==> src/rtl/pmc_pkg.sv <==
package pmc_pkg;
  typedef enum logic [1:0] {
    PM_ACTIVE = 2'b00,
    PM_SAVE   = 2'b01,
    PM_IDLE   = 2'b10,
    PM_HALT   = 2'b11
  } pm_mode_e;

  localparam int CTRL_BITS = 4;

  typedef struct packed {
    logic waitb;
    logic halt;
    logic idle;
    logic save;
  } pm_ctrl_t;
endpackage

==> src/rtl/pmc_clk_qual.sv <==
module pmc_clk_qual #(
  parameter int REG_W = 8
) (
  input  logic             lf_ok_i,
  input  logic             main_ok_i,
  input  logic             pll_en_i,
  input  logic             pll_lock_i,
  output logic             enter_ok_o,
  output logic             resume_ok_o,
  output logic [REG_W-1:0] status_o
);
  logic pll_good;

  assign pll_good    = !pll_en_i || pll_lock_i;
  assign enter_ok_o  = lf_ok_i;
  assign resume_ok_o = main_ok_i && pll_good;

  always_comb begin
    status_o    = '0;
    status_o[0] = lf_ok_i;
    status_o[1] = main_ok_i;
    status_o[2] = pll_good;
  end
endmodule

==> src/rtl/pmc_wake_latch.sv <==
module pmc_wake_latch #(
  parameter int WAKE_W = 4
) (
  input  logic              clk,
  input  logic              rst_n,
  input  logic [WAKE_W-1:0] src_i,
  input  logic              nmi_i,
  input  logic              ack_i,
  output logic              pending_o
);
  logic any_evt;

  assign any_evt = (|src_i) || nmi_i;

  always_ff @(posedge clk) begin
    if (!rst_n)       pending_o <= 1'b0;
    else if (any_evt) pending_o <= 1'b1;
    else if (ack_i)   pending_o <= 1'b0;
  end

  AST_EVT_SETS: assert property (@(posedge clk) disable iff (!rst_n)
    any_evt |=> pending_o);
  AST_HOLD_UNTIL_ACK: assert property (@(posedge clk) disable iff (!rst_n)
    (pending_o && !ack_i) |=> pending_o);
  AST_NO_SPURIOUS: assert property (@(posedge clk) disable iff (!rst_n)
    (!pending_o && !any_evt) |=> !pending_o);
endmodule

==> src/rtl/pmc_ctrl_reg.sv <==
module pmc_ctrl_reg
  import pmc_pkg::*;
#(
  parameter int REG_W = 8
) (
  input  logic             clk,
  input  logic             rst_n,
  input  logic             wr_en_i,
  input  logic [REG_W-1:0] wr_data_i,
  input  logic             in_active_i,
  input  logic             clr_req_i,
  output pm_ctrl_t         ctrl_o,
  output logic [REG_W-1:0] rd_data_o
);
  localparam int UPPER_W = REG_W - CTRL_BITS;

  pm_ctrl_t wr_val;
  logic     wr_legal;
  logic     wr_take;

  assign wr_val   = pm_ctrl_t'(wr_data_i[CTRL_BITS-1:0]);
  assign wr_legal = (wr_data_i[REG_W-1:CTRL_BITS] == '0) &&
                    ($countones({wr_val.halt, wr_val.idle, wr_val.save}) <= 1);
  assign wr_take  = wr_en_i && in_active_i && wr_legal;

  always_ff @(posedge clk) begin
    if (!rst_n) begin
      ctrl_o <= '0;
    end else if (wr_take) begin
      ctrl_o <= wr_val;
    end else if (clr_req_i) begin
      ctrl_o.save <= 1'b0;
      ctrl_o.idle <= 1'b0;
      ctrl_o.halt <= 1'b0;
    end
  end

  assign rd_data_o = {{UPPER_W{1'b0}}, ctrl_o};

  AST_ONE_REQUEST: assert property (@(posedge clk) disable iff (!rst_n)
    $countones({ctrl_o.halt, ctrl_o.idle, ctrl_o.save}) <= 1);
  AST_LOWPWR_WRITE_IGNORED: assert property (@(posedge clk) disable iff (!rst_n)
    (!in_active_i && !clr_req_i) |=> $stable(ctrl_o));
  AST_RETURN_CLEARS: assert property (@(posedge clk) disable iff (!rst_n)
    clr_req_i |=> (!ctrl_o.save && !ctrl_o.idle && !ctrl_o.halt &&
                   ctrl_o.waitb == $past(ctrl_o.waitb)));
endmodule

==> src/rtl/pmc_mode_fsm.sv <==
module pmc_mode_fsm
  import pmc_pkg::*;
(
  input  logic     clk,
  input  logic     rst_n,
  input  pm_ctrl_t ctrl_i,
  input  logic     wfi_i,
  input  logic     pending_i,
  input  logic     enter_ok_i,
  input  logic     resume_ok_i,
  output pm_mode_e mode_o,
  output logic     clr_req_o
);
  pm_mode_e mode_nx;
  logic     may_enter;

  assign may_enter = enter_ok_i && !pending_i;
  assign clr_req_o = (mode_o != PM_ACTIVE) && pending_i && resume_ok_i;

  always_comb begin
    mode_nx = mode_o;
    case (mode_o)
      PM_ACTIVE: begin
        if (may_enter) begin
          if (ctrl_i.save && (!ctrl_i.waitb || wfi_i)) mode_nx = PM_SAVE;
          else if (ctrl_i.idle && wfi_i)               mode_nx = PM_IDLE;
          else if (ctrl_i.halt && wfi_i)               mode_nx = PM_HALT;
        end
      end
      default: begin
        if (clr_req_o) mode_nx = PM_ACTIVE;
      end
    endcase
  end

  always_ff @(posedge clk) begin
    if (!rst_n) mode_o <= PM_ACTIVE;
    else        mode_o <= mode_nx;
  end

  AST_LF_BLOCKS_ENTRY: assert property (@(posedge clk) disable iff (!rst_n)
    (mode_o == PM_ACTIVE && !enter_ok_i) |=> mode_o == PM_ACTIVE);
  AST_PENDING_BLOCKS_ENTRY: assert property (@(posedge clk) disable iff (!rst_n)
    (mode_o == PM_ACTIVE && pending_i) |=> mode_o == PM_ACTIVE);
  AST_WAIT_FOR_STROBE: assert property (@(posedge clk) disable iff (!rst_n)
    (mode_o == PM_ACTIVE && !wfi_i && !(ctrl_i.save && !ctrl_i.waitb))
      |=> mode_o == PM_ACTIVE);
  AST_CLOCKS_BLOCK_RESUME: assert property (@(posedge clk) disable iff (!rst_n)
    (mode_o != PM_ACTIVE && !resume_ok_i) |=> $stable(mode_o));
  AST_WAKE_RETURNS: assert property (@(posedge clk) disable iff (!rst_n)
    (mode_o != PM_ACTIVE && pending_i && resume_ok_i) |=> mode_o == PM_ACTIVE);
endmodule

==> src/rtl/pwr_mode_ctrl.sv <==
module pwr_mode_ctrl
  import pmc_pkg::*;
#(
  parameter int REG_W  = 8,
  parameter int WAKE_W = 4
) (
  input  logic              clk,
  input  logic              rst_n,
  input  logic              reg_wr_en,
  input  logic [REG_W-1:0]  reg_wr_data,
  output logic [REG_W-1:0]  ctrl_rd,
  output logic [REG_W-1:0]  status_rd,
  input  logic              wfi_strobe,
  input  logic [WAKE_W-1:0] wake_src,
  input  logic              wake_nmi,
  input  logic              irq_ack,
  input  logic              lf_stable,
  input  logic              main_stable,
  input  logic              pll_enable,
  input  logic              pll_locked,
  output logic [1:0]        mode,
  output logic              wake_pending
);
  pm_ctrl_t ctrl;
  pm_mode_e mode_q;
  logic     enter_ok;
  logic     resume_ok;
  logic     clr_req;

  pmc_clk_qual #(.REG_W(REG_W)) u_qual (
    .lf_ok_i    (lf_stable),
    .main_ok_i  (main_stable),
    .pll_en_i   (pll_enable),
    .pll_lock_i (pll_locked),
    .enter_ok_o (enter_ok),
    .resume_ok_o(resume_ok),
    .status_o   (status_rd)
  );

  pmc_wake_latch #(.WAKE_W(WAKE_W)) u_wake (
    .clk      (clk),
    .rst_n    (rst_n),
    .src_i    (wake_src),
    .nmi_i    (wake_nmi),
    .ack_i    (irq_ack),
    .pending_o(wake_pending)
  );

  pmc_ctrl_reg #(.REG_W(REG_W)) u_reg (
    .clk        (clk),
    .rst_n      (rst_n),
    .wr_en_i    (reg_wr_en),
    .wr_data_i  (reg_wr_data),
    .in_active_i(mode_q == PM_ACTIVE),
    .clr_req_i  (clr_req),
    .ctrl_o     (ctrl),
    .rd_data_o  (ctrl_rd)
  );

  pmc_mode_fsm u_fsm (
    .clk        (clk),
    .rst_n      (rst_n),
    .ctrl_i     (ctrl),
    .wfi_i      (wfi_strobe),
    .pending_i  (wake_pending),
    .enter_ok_i (enter_ok),
    .resume_ok_i(resume_ok),
    .mode_o     (mode_q),
    .clr_req_o  (clr_req)
  );

  assign mode = mode_q;

  AST_RESET_STATE: assert property (@(posedge clk)
    !rst_n |=> (mode == 2'b00 && ctrl_rd == '0 && !wake_pending));
endmodule

==> config.mk <==
export PLATFORM = sky130hd
export DESIGN_NAME = pwr_mode_ctrl
export DESIGN_NICKNAME = d
export VERILOG_FILES = /design/src/rtl/pmc_pkg.sv /design/src/rtl/pmc_clk_qual.sv /design/src/rtl/pmc_wake_latch.sv /design/src/rtl/pmc_ctrl_reg.sv /design/src/rtl/pmc_mode_fsm.sv /design/src/rtl/pwr_mode_ctrl.sv
export SDC_FILE = /design/constraint.sdc
export NUM_CORES = 1
export LEC_CHECK = 0
export BUFFER_PORTS_ARGS = -buffer_cell sky130_fd_sc_hd__buf_4
export CELL_PAD_IN_SITES_DETAIL_PLACEMENT = 2
export CELL_PAD_IN_SITES_GLOBAL_PLACEMENT = 2
export CORE_MARGIN = 2
export CORE_UTILIZATION = 21
export CTS_CLUSTER_SIZE = 28
export DETAILED_ROUTE_END_ITERATION = 6
export GPL_ROUTABILITY_DRIVEN = 0
export PLACE_DENSITY = 0.89
export SLEW_MARGIN = 30
export SYNTH_ARGS = -nofsm -noshare
export SYNTH_HDL_FRONTEND = slang
export SYNTH_SLANG_ARGS = --single-unit
==> constraint.sdc <==
create_clock -name clk -period 2.4 [get_ports clk]
set_input_delay 0.24 -clock clk [delete_from_list [all_inputs] [get_ports clk]]
set_output_delay 0.24 -clock clk [all_outputs]
set_load 0.05 [all_outputs]
==> results.md, run 1 <==
* Post-synthesis cell type count at 24
* Post-Syn Instances at 59
* Power Density at 446 mW/mm2
* Area Growth Syn to Fin at 41.7%
* Area of the multi-input gates at 300 um2
* Top cell type's share of synthesized area at 26.5%
* Core area at 0.00243 mm2
* CTS buffer count at 3
* Switching Power at 0.118 mW
* Final core occ at 30.8%
* Share of cells above drive strength 1 at 39.8%
* Syn Area/Cell at 8.95 um2
* Prevailing post-synth register cell: dfxtp_1
* Average wire per standard cell at 12.8 um
* Status: completed
* Sum Neg Setup Slack at 0 ns
* GRT Total Usage at 12.0%
* Clk Latency, worst-skew pair at 0.26 ns
* Final Cycle Share at 65.3%
* Leakage power at 0.352 nW
* Dpl cells at 114
* Setup Buffers After CTS at 0
* Flop pwr share at 35.8%
* Post-CTS Resized at 0
* Final hold violation count at 0
* F_max at 0.638 GHz
* Die footprint at 0.00293 mm2
* Detailed Route WL at 1520 um
* Fin crit period at 1.57 ns
* Comb power frac at 29.8%
* Post-synth top cells: buf_4, dfxtp_1, nand2_1
* ANT nets after route at 0
* Setup violators final at 0
* Worst setup slack after placement at 0.529 ns
* Routed via count at 516
* Number of synthesized flops with an enable pin at 0
* Clock root buffer: clkbuf_4
* Max Cap Violations at 0
* Yosys top cell by area: dfxtp_1
* Antenna diodes at 0
* Vias per cell at 4.37
* Register area share after synthesis at 26.5%
* Rows at 18
* Area contributors post-synth: dfxtp_1, buf_4, mux2i_1, ha_1, o311ai_0
* HPWL after DPL at 1270 um
* Final Slew Violations at 0
* Overflow after GRT at 0
* Die W at 54.1 um
* Critical Path RT at 2.58 ns
* Io pins at 41
* HP Class: input port to flip-flop
* Clk_skew at 0.00413 ns
* Switching share of power at 35.4%
* Hold path cells at 3
* First-pass GRT wire length at 2370 um
* IO Port Bufs at 31
* Clk pin slew, worst setup/hold paths at 0.06 ns
* RSZ-0062 raised after global routing: false
* Ys Warns at 0
* Fillers at 296
* Clock Tree Buf Depth at 2
* Initial Util at 21.7%
* Yosys reg bits at 7
* Number of DRC markers in iteration 0 at 1
* Clk pwr share at 34.3%
* Critical Path End Type: flip-flop
* Most frequent cell after synthesis: buf_4
* Async set-reset flop share out of synthesis at 0%
* Largest net degree at the start of global routing at 13
* Int Power at 0.216 mW
* Residual DRC count at 0
* Critical Path AT at 1.75 ns
* Vias in the first global route at 531
* Clock Sinks at 7
* Post-CTS Hold Fix Bufs at 0
* Worst Slack Setup Final at 0.833 ns
* Initial antenna violation count at 0
* Worst R2R Path Depth at 3
* Reg area at 140 um2
* Mapped Area at 528 um2
* 1st-pass router iterations at 2
* Die H at 54.1 um
* CTS tree: done
* Final nets at 115
* Max IR drop VDD at 190 uV
* Startpoint Class: input port
* Fin cells at 118
* Path type of the worst setup path: input port to flip-flop
* WHS at 0.241 ns
* Critical Path Fanout Max at 4
* H-tree levels at 1
[critical path, cell delays in order]
cell	delay [ns]
buf_4	0.13
ha_1	0.30
ha_1	0.18
ha_1	0.17
nor3_1	0.18
and3_1	0.31
mux2i_1	0.24
[flip-flops by register name (all words and copies together) (netlist names)]
register and count:
u_reg.ctrl_o 4, u_fsm.mode_o 2, u_wake.pending_o 1
[power by group through the flow]
| stage | combinational [mW] | sequential (mW) | clock [mW] |
|---|---|---|---|
| 2_1_floorplan | 0.0701 | 0.127 | 0 |
| 3_3_place_gp | 0.0982 | 0.122 | 0 |
| 3_5_place_dp | 0.100 | 0.122 | 0 |
| 4_1_cts | 0.101 | 0.120 | 0.122 |
| 5_1_grt | 0.107 | 0.120 | 0.128 |
| 6_report | 0.0995 | 0.120 | 0.115 |
[layout by cell type (no fill, tap or decap)]
cell,count
clkbuf_4,3
nor4_1,1
nor2_2,1
o311ai_0,3
nand2_1,6
fa_1,1
and3_1,1
buf_4,31
a21boi_0,2
nor4b_1,1
conb_1,9
nor2b_1,2
o31ai_1,2
o211ai_1,2
inv_1,3
nor3b_1,1
nand4b_1,1
clkbuf_1,1
a21oi_1,1
mux2i_1,4
ha_1,3
dfxtp_1,7
o32ai_1,1
nor3_1,1
[stage by stage]
step / instance area (um2) / power, mW
final: 748 / 0.334
after global placement: 722 / 0.220
after CTS: 748 / 0.342
after detailed placement: 722 / 0.223
after floorplan: 558 / 0.197
after global routing: 748 / 0.355
[final cells by class]
| class | count | area share [%] |
|---|---|---|
| clock buffers | 4 | 3.51 |
| inverters | 3 | 1.51 |
| multi-input cells | 43 | 40.1 |
| flip-flops and latches | 7 | 18.7 |
| well taps | 30 | 5.02 |
| repair buffers | 31 | 31.1 |
[logic make-up (layout without fill, tap and decap cells)]
group,Yosys count,count (layout),share of synthesized area [%]
compound gates,11,11,16.1
mux,4,4,7.58
flops,7,7,26.5
fa+ha+maj,4,4,10.9
simple gates,15,15,15.9
buf+inv,17,38,22.3
other cells,1,9,0.710
[routing by layer]
| metal | global-route usage [%] | part of all wire (%) | vias up |
|---|---|---|---|
| met5 | 0 | 0 | - |
| met2 | 21.5 | 54 | 29 |
| met1 | 11.4 | 35 | 237 |
| met4 | 6.25 | 1.8 | 0 |
| li1 | - | - | 245 |
| met3 | 5.28 | 9.2 | 5 |
[worst paths after layout]
kind	from	to	slack, ns
setup / recovery	reg_wr_data[0]	u_reg.ctrl_o[2]$_SDFFE_PN0P_	0.83
hold / removal	reg_wr_data[3]	u_reg.ctrl_o[3]$_SDFFE_PN0P_	0.24
setup reg to reg	u_fsm.mode_o[0]$_SDFFE_PN0P_	u_reg.ctrl_o[2]$_SDFFE_PN0P_	1.25
hold reg to reg	u_reg.ctrl_o[3]$_SDFFE_PN0P_	u_reg.ctrl_o[3]$_SDFFE_PN0P_	0.51
Power figures use the tool's default switching activity.
==> run 2: changes to the inputs <==
- CORE_UTILIZATION: 21 -> 17
- PLACE_DENSITY: 0.89 -> 0.79
- clock period: 2.4 -> 1.3 ns (I/O delays scaled with it)
==> results.md, run 2 (synthesis gave the netlist of run 1 again) <==
* Max IR drop VDD at 243 uV (was 190 uV)
* RR Startpoint: u_wake.pending_o$_SDFFE_PN0P_ (was u_fsm.mode_o[0]$_SDFFE_PN0P_)
* Setup Buffers After CTS at 0 (unchanged)
* Residual DRC count at 0 (unchanged)
* Final hold violation count at 0 (unchanged)
* Status: completed (unchanged)
* Clock Sinks at 7 (unchanged)
* Largest Register: u_reg.ctrl_o (unchanged)
* Detailed Route WL at 1560 um (was 1520 um)
* R2r setup slk at 0.20 ns (was 1.25 ns)
* Worst R2R Path Depth at 3 (unchanged)
* Max Cap Violations at 0 (unchanged)
* HPWL after DPL at 1300 um (was 1270 um)
* Setup violators final at 0 (unchanged)
* CTS tree: done (unchanged)
* Biggest regs: u_reg.ctrl_o (4), u_fsm.mode_o (2), u_wake.pending_o (1) (unchanged)
* Vias per cell at 4.25 (was 4.37)
* Hold Path End: u_reg.ctrl_o[3]$_SDFFE_PN0P_ (unchanged)
* Critical Path AT at 1.40 ns (was 1.75 ns)
* Initial antenna violation count at 0 (unchanged)
* Core area at 0.00300 mm2 (was 0.00243 mm2)
* Rows at 20 (was 18)
* Commonest non-fill, non-tap cell in the layout: buf_4 (unchanged)
* Average wire per standard cell at 12.8 um (about the same)
* Design area at 803 um2 (was 748 um2)
* Worst Slack Setup Final at 0.0881 ns (was 0.833 ns)
* First-pass GRT wire length at 2340 um (was 2370 um)
* Crit path buf inv count at 1 (unchanged)
* ANT nets after route at 0 (unchanged)
* Die W at 59.7 um (was 54.1 um)
* Clock Tree Buf Depth at 2 (unchanged)
* Dpl cells at 118 (was 114)
* Routed via count at 519 (was 516)
* Io pins at 41 (unchanged)
* Clk_skew at 0.00221 ns (was 0.00413 ns)
* Final core occ at 26.8% (was 30.8%)
* Area Growth Syn to Fin at 52.1% (was 41.7%)
* Critical Path RT at 1.48 ns (was 2.58 ns)
* Post-DP Area at 749 um2 (was 722 um2)
* Commonest non-fill, non-tap cells in the layout: buf_4, conb_1, nand2_1, dfxtp_1, mux2i_1 (was buf_4, conb_1, dfxtp_1)
* Master of the slowest instance on the critical path: fa_2 (was and3_1)
* Crit-path cells: buf_4 > fa_2 > nor4b_4 > and3_4 > mux2i_1 (was buf_4 > ha_1 > ha_1 > ha_1 > nor3_1 > and3_1 > mux2i_1)
* Max reg flops at 4 (unchanged)
* Share of cells above drive strength 1 at 48.3% (was 39.8%)
* Clock root buffer: clkbuf_4 (unchanged)
* Startpoint Class: input port (unchanged)
* Fin cells at 122 (was 118)
* Hold path cells at 3 (unchanged)
* F_max at 0.825 GHz
* Die H at 59.7 um (was 54.1 um)
* Final Slew Violations at 0 (unchanged)
* Worst setup slack after placement at -0.349 ns (was 0.529 ns)
* Clk Latency, worst-skew pair at 0.25 ns (was 0.26 ns)
* Slowest Stage Delay on Critical Path at 0.41 ns (was 0.31 ns)
* Clk pin slew, worst setup/hold paths at 0.05 ns (was 0.06 ns)
* Number of DRC markers in iteration 0 at 6 (was 1)
* Path type of the worst setup path: input port to flip-flop (unchanged)
* H-tree levels at 1 (unchanged)
* WHS at 0.143 ns (was 0.241 ns)
* Reg2reg end: u_reg.ctrl_o[2]$_SDFFE_PN0P_ (unchanged)
* Initial Util at 17.6% (was 21.7%)
* Antenna diodes at 0 (unchanged)
* HP Class: input port to flip-flop (unchanged)
* Post-CTS Hold Fix Bufs at 0 (unchanged)
* Leakage power at 0.360 nW (was 0.352 nW)
* Fin crit period at 1.21 ns
* CTS buffer count at 3 (unchanged)
* IO Port Bufs at 31 (unchanged)
* Worst Hold Launch: reg_wr_data[3] (unchanged)
* Sum Neg Setup Slack at 0 ns (unchanged)
* Largest net degree at the start of global routing at 13 (unchanged)
* Vias in the first global route at 493 (was 531)
* Overflow after GRT at 0 (unchanged)
* Final nets at 116 (was 115)
* 1st-pass router iterations at 4 (was 2)
* Critical Path Fanout Max at 4 (unchanged)
* Total power at 0.619 mW (was 0.334 mW)
* Die footprint at 0.00357 mm2 (was 0.00293 mm2)
* Power Density at 771 mW/mm2 (was 446 mW/mm2)
* Delay-heaviest family, CP: simple AND/OR/NAND/NOR gates (was adder cells)
* Critical Path End Type: flip-flop (unchanged)
* RSZ-0062 raised after global routing: false (unchanged)
* GRT Total Usage at 9.14% (was 12.0%)
* Final Cycle Share at 93.2%
run 2: changes by cell type in the layout (fill, tap and decap cells not counted), sizes merged:
cell	delta
buf	+1
run 2: worst max-delay path by stage:
stage	from	to	slack (ns)	cells after the start
after detailed placement	reg_wr_data[0]	u_reg.ctrl_o[3]$_SDFFE_PN0P_	-0.35	5
after global placement	reg_wr_data[0]	u_reg.ctrl_o[3]$_SDFFE_PN0P_	-0.28	5
after floorplan	reg_wr_data[0]	u_reg.ctrl_o[0]$_SDFFE_PN0P_	0.02	7
after global routing	reg_wr_data[0]	u_reg.ctrl_o[3]$_SDFFE_PN0P_	0.02	7
after CTS	reg_wr_data[0]	u_reg.ctrl_o[2]$_SDFFE_PN0P_	0.05	7
final	reg_wr_data[0]	u_reg.ctrl_o[3]$_SDFFE_PN0P_	0.09	5
run 2: per-layer routing:
metal / global-route usage (%) / part of all wire (%) / up-vias
met5: 0 / 0 / -
met4: 2.86 / 0.58 / 0
met3: 4.11 / 5.1 / 2
met2: 15.5 / 56 / 14
met1: 10.1 / 38 / 255
li1: - / - / 248
run 2: repair_timing:
action	in CTS	in global routing
hold endpoints to repair	0	0
pin swaps	1	2
setup endpoints to repair	4	4
gates resized for setup	2	4
run 2: report_power, final:
part,switching [mW],internal [mW]
clock network,0.0807,0.117
logic,0.129,0.0703
registers,0.00298,0.218
run 2: final cells by class:
type	count	area, um2
clock buffers	4	26.3
flip-flops and latches	7	141
repair buffers	32	240
inverters	3	11.3
well taps	33	41.3
fillers	345	2200
multi-input cells	43	343
run 2: worst min-delay path, cell delays in order:
cell and delay (ns):
buf_4 0.11, nand2_1 0.05, mux2i_1 0.06
